**config.mk**
```make
export PLATFORM = sky130hd
export DESIGN_NAME = step_start_oneshot
export DESIGN_NICKNAME = d
export VERILOG_FILES = /design/src/rtl/sso_pkg.sv /design/src/rtl/sso_edge_det.sv /design/src/rtl/sso_trigger_qual.sv /design/src/rtl/sso_pulse_timer.sv /design/src/rtl/step_start_oneshot.sv
export SDC_FILE = /design/constraint.sdc
export NUM_CORES = 1
export LEC_CHECK = 0
export BUFFER_PORTS_ARGS = -buffer_cell sky130_fd_sc_hd__clkbuf_2
export CORE_ASPECT_RATIO = 0.9
export CORE_MARGIN = 5
export CORE_UTILIZATION = 40
export DETAILED_ROUTE_END_ITERATION = 10
export PLACE_DENSITY = 0.56
export SETUP_SLACK_MARGIN = 0.4
export SYNTH_ARGS = -nofsm -noshare
export SYNTH_HDL_FRONTEND = slang
export SYNTH_SLANG_ARGS = --single-unit
```
**constraint.sdc**
```tcl
create_clock -name clk -period 3.2 [get_ports clk]
set_clock_uncertainty 0.15 [all_clocks]
set_input_delay 0.32 -clock clk [delete_from_list [all_inputs] [get_ports clk]]
set_output_delay 0.32 -clock clk [all_outputs]
set_load 0.05 [all_outputs]
```
**src/rtl/sso_pkg.sv**
```systemverilog
// Shared definitions for the step-start turn-on pulse generator.
// Assumes: cycle arithmetic fits in 64 bits.
package sso_pkg;

    // Rising edges detected on the registered inputs.
    typedef struct packed {
        logic req_rise;
        logic clr_rise;
    } sso_edges_t;

    // Pulse width in clock cycles for a clock rate and a width in microseconds.
    function automatic int unsigned calc_cycles(input longint unsigned clk_hz,
                                                input longint unsigned width_us);
        longint unsigned prod;
        prod = (clk_hz * width_us) / 64'd1_000_000;
        return (prod == 0) ? 1 : int'(prod);
    endfunction

endpackage

```
**src/rtl/sso_edge_det.sv**
```systemverilog
// Registered rising-edge detector for N synchronous inputs.
// Assumes: inputs are synchronous to clk. The delayed copies reset to
// RST_VAL, so a level already present at reset release is not an edge
// when RST_VAL is 1.
module sso_edge_det #(
    parameter int unsigned N       = 2,
    parameter logic        RST_VAL = 1'b1
) (
    input  logic         clk,
    input  logic         rst_n,
    input  logic [N-1:0] din,
    output logic [N-1:0] rise
);

    logic [N-1:0] din_d;

    for (genvar i = 0; i < N; i++) begin : g_bit
        // Keep one-cycle-old copy of each input.
        always_ff @(posedge clk) begin
            if (!rst_n) din_d[i] <= RST_VAL;
            else        din_d[i] <= din[i];
        end

        // Flag a low-to-high change between two sampled edges.
        always_comb rise[i] = din[i] & ~din_d[i];
    end

endmodule

```
**src/rtl/sso_trigger_qual.sv**
```systemverilog
// Decides whether the current cycle carries a valid trigger.
// Assumes: edges come from sso_edge_det on the same clock.
module sso_trigger_qual
    import sso_pkg::*;
(
    input  sso_edges_t edges,
    input  logic       req_lvl,
    input  logic       clr_trig_sel_n,
    input  logic       inhibit,
    input  logic       clear_n,
    output logic       fire
);

    logic clr_path;

    // Release of clear qualifies only with select low and request high.
    always_comb clr_path = edges.clr_rise & ~clr_trig_sel_n & req_lvl;

    // Any trigger is refused while inhibited or while clear is held.
    always_comb fire = clear_n & ~inhibit & (edges.req_rise | clr_path);

endmodule

```
**src/rtl/sso_pulse_timer.sv**
```systemverilog
// Down-counter that holds the pulse for CYCLES clock cycles.
// Assumes: abort has priority over fire; a fire while running reloads.
module sso_pulse_timer #(
    parameter int unsigned CYCLES = 32
) (
    input  logic clk,
    input  logic rst_n,
    input  logic fire,
    input  logic abort,
    output logic active
);

    localparam int unsigned CW = $clog2(CYCLES + 1);
    localparam logic [CW-1:0] LOAD = CW'(CYCLES);

    logic [CW-1:0] remain;

    // Load on trigger, count down while running, clear on abort.
    always_ff @(posedge clk) begin
        if (!rst_n)             remain <= '0;
        else if (abort)         remain <= '0;
        else if (fire)          remain <= LOAD;
        else if (remain != '0)  remain <= remain - 1'b1;
    end

    // Pulse is active while cycles remain.
    always_comb active = (remain != '0);

endmodule

```
**src/rtl/step_start_oneshot.sv**
```systemverilog
// Retriggerable monostable for the step-start turn-on pulse.
// Assumes: all inputs are synchronous to clk. clear_n gates the outputs
// combinationally, so the pulse drops in the same cycle clear falls.
module step_start_oneshot
    import sso_pkg::*;
#(
    parameter int unsigned CLK_HZ   = 1_000_000,
    parameter int unsigned PULSE_US = 1_600_000
) (
    input  logic clk,
    input  logic rst_n,
    input  logic turn_on_req,
    input  logic clr_trig_sel_n,
    input  logic inhibit,
    input  logic clear_n,
    output logic pulse_q,
    output logic pulse_qn
);

    localparam int unsigned PULSE_CYCLES = calc_cycles(64'(CLK_HZ), 64'(PULSE_US));

    logic [1:0] rise_vec;
    sso_edges_t edges;
    logic       fire;
    logic       active;

    sso_edge_det #(.N(2), .RST_VAL(1'b1)) u_edge (
        .clk   (clk),
        .rst_n (rst_n),
        .din   ({turn_on_req, clear_n}),
        .rise  (rise_vec)
    );

    // Map the detector bits onto named edges.
    always_comb begin
        edges.req_rise = rise_vec[1];
        edges.clr_rise = rise_vec[0];
    end

    sso_trigger_qual u_qual (
        .edges          (edges),
        .req_lvl        (turn_on_req),
        .clr_trig_sel_n (clr_trig_sel_n),
        .inhibit        (inhibit),
        .clear_n        (clear_n),
        .fire           (fire)
    );

    sso_pulse_timer #(.CYCLES(PULSE_CYCLES)) u_timer (
        .clk    (clk),
        .rst_n  (rst_n),
        .fire   (fire),
        .abort  (~clear_n),
        .active (active)
    );

    // Outputs: running pulse, masked immediately by clear.
    always_comb begin
        pulse_q  = active & clear_n;
        pulse_qn = ~pulse_q;
    end

endmodule

```
==> metrics.cfg <==
[layout]
antennaDiodeCount = 0
fillCellCount = 343
fin_nets = 170
most-common-layout-cells = 23 x dfxtp_1, 12 x nand2_1, 11 x a21oi_1
areaGrowthSynthToFinish_pct = 10.4
drive_above_1_share = 0.124
mostFrequentLayoutCell = dfxtp_1

[yosys]
yosysWarnings = 0
yosys.area.top_type_share = 0.367
synth_cell_types = 36
syn_nets = 158
netlist_instances = 150
synth_enable_flop_cells = 0
avgSynthCellArea_um2 = 8.37
synth.area.top_cells = dfxtp_1 37%, a21oi_1 4.4%, o31ai_1 4.2%
yosys_register_bits = 23
synth_seq_area_share = 0.367
ys.flop_type = dfxtp_1
synthArstFlopShare = 0
synth_area_um2 = 1260
yosysTopAreaCell = dfxtp_1

[clock_network]
clock-sinks = 23
hold_buffers = 0
cts_tree = built
cts_root_buffer = clkbuf_4
cts_buffer_depth = 2
clk_latency_ps = 320
postCtsSetupRepairBufs = 0
h-tree-depth = 1
numCtsBuffers = 3
clkTransAtPathRegs_ps = 140

[placement]
dp.final_hpwl_um = 2270
gp_congestion = 0.836
port_buffers = 7

[worst_setup_path]
slowest_delay_ps = 610
crit_fanout = 8
critPathArrivalTime_ps = 2180
endpoint_kind = output port
critPathRequiredTime_ps = 2730
critPathKind = reg -> out
cp_num_buf_inv = 2
crit_chain = or4_4, nor3_1, buf_4, nand2_1, and2_1, clkbuf_2
startpoint_type = flip-flop
cp_top_family = simple AND/OR/NAND/NOR gates
slowest_stage = or4_4

[hold_path]
hold_path_class = in -> reg

[sta]
relSlewSlack = 0.549
fmax_mhz = 378
fin_crit_sh = 0.828
fin_setup_tns_ps = 0
fin_crit_ps = 2650
rsz0062_at_grt = no
drv_slew = 0
finalSetupViolations = 0
worst_pin_slew_ps = 676
hold_viol = 0

[route]
first_iter_violations = 124
drt_wl_total_um = 3040
wl_per_cell_um = 15.0
via_count = 1186
dr.pass1.iters = 4
vias_per_cell = 5.84
ant_nets = 0
drc = 0

[global_routing]
antenna_found_initial = 0
grt_usage = 0.150
grt_max_degree = 14
grt_pass1_vias = 1140
grt_pass1_wl_um = 5440
grt_overflow = 0

[die]
initial_core_util = 0.413
die-area_um2 = 4360
fp-row-count = 19
die_h_um = 63.2
die_x_um = 69.1
core_um2 = 3040
io_pins = 8

[run]
cap_violations = 0

[status]
status = finished clean

metal layers:
layer,up-vias,track usage,wire [um]
li1,610,-,-
met5,-,0,0
met3,4,0.0382,150
met4,0,0.0366,27
met1,541,0.208,1480
met2,31,0.230,1380
final cells by class:
type | instances | area (um2) | area share
multi-input cells | 121 | 777 | 0.560
well taps | 42 | 52.6 | 0.0379
flip-flops and latches | 23 | 460 | 0.332
inverters | 3 | 11.3 | 0.00812
clock buffers | 3 | 22.5 | 0.0162
repair buffers | 10 | 57.6 | 0.0415
clock inverters | 1 | 5.00 | 0.00361
what timing repair did:
action / 4_1_cts / 5_1_grt
endpoints found under the hold margin: 0 / 0
resized for setup: 0 / 1
setup endpoints to repair: 0 / 1
cell families (layout without fill, tap and decap cells):
logic type | count (synthesis) | in the layout | synth area share
AO/OA/AOI/OAI | 41 | 41 | 0.206
adder cells (fa/ha/maj) | 2 | 2 | 0.0199
buffers and inverters | 6 | 17 | 0.0179
flip-flops | 23 | 23 | 0.367
multiplexers | 4 | 4 | 0.0319
AND/OR/NAND/NOR | 74 | 74 | 0.358
Yosys cell counts, types with 3 or more instances:
master    number
mux2i_1        4
nand4_1        4
or3_1          6
o21ai_0        7
dfxtp_1       23
nand3_1        4
o31ai_1        7
nand2b_1       8
nor4_1         4
o211ai_1       4
clkbuf_1       3
inv_1          3
a31oi_1        6
nor2_1         9
nand2_1       12
nor3_1         6
a21oi_1       11
or4_1          7
final timing paths:
kind / startpoint / end / slack [ps] / cells past startpoint
setup reg to reg: u_timer.remain[2] / u_timer.remain[18] / 830 / 4
hold / removal: turn_on_req / u_edge.din_d[1] / 40 / 2
setup / recovery: u_timer.remain[16] / pulse_q / 550 / 6
hold reg to reg: u_timer.remain[5] / u_timer.remain[5] / 370 / 2
through the flow:
step           instance area, um2  instances  setup WS [ps]  utilization  hold slack, ps
3_5_place_dp                 1360        199            846        0.445             352
6_report                     1390        203            552        0.456            38.4
2_1_floorplan                1260        150            919            -             243
5_1_grt                      1390        203            470        0.456            33.7
3_3_place_gp                 1360        199            878        0.445             340
4_1_cts                      1380        203            448        0.454            33.4
sequential cells by signal, indices dropped and copies added (netlist names):
signal,flops
u_timer.remain,21
u_edge.din_d,2
Power is left out: the tool's default activity adds up to more than one toggle a clock period on the data nets, which glitch-free logic cannot reach.
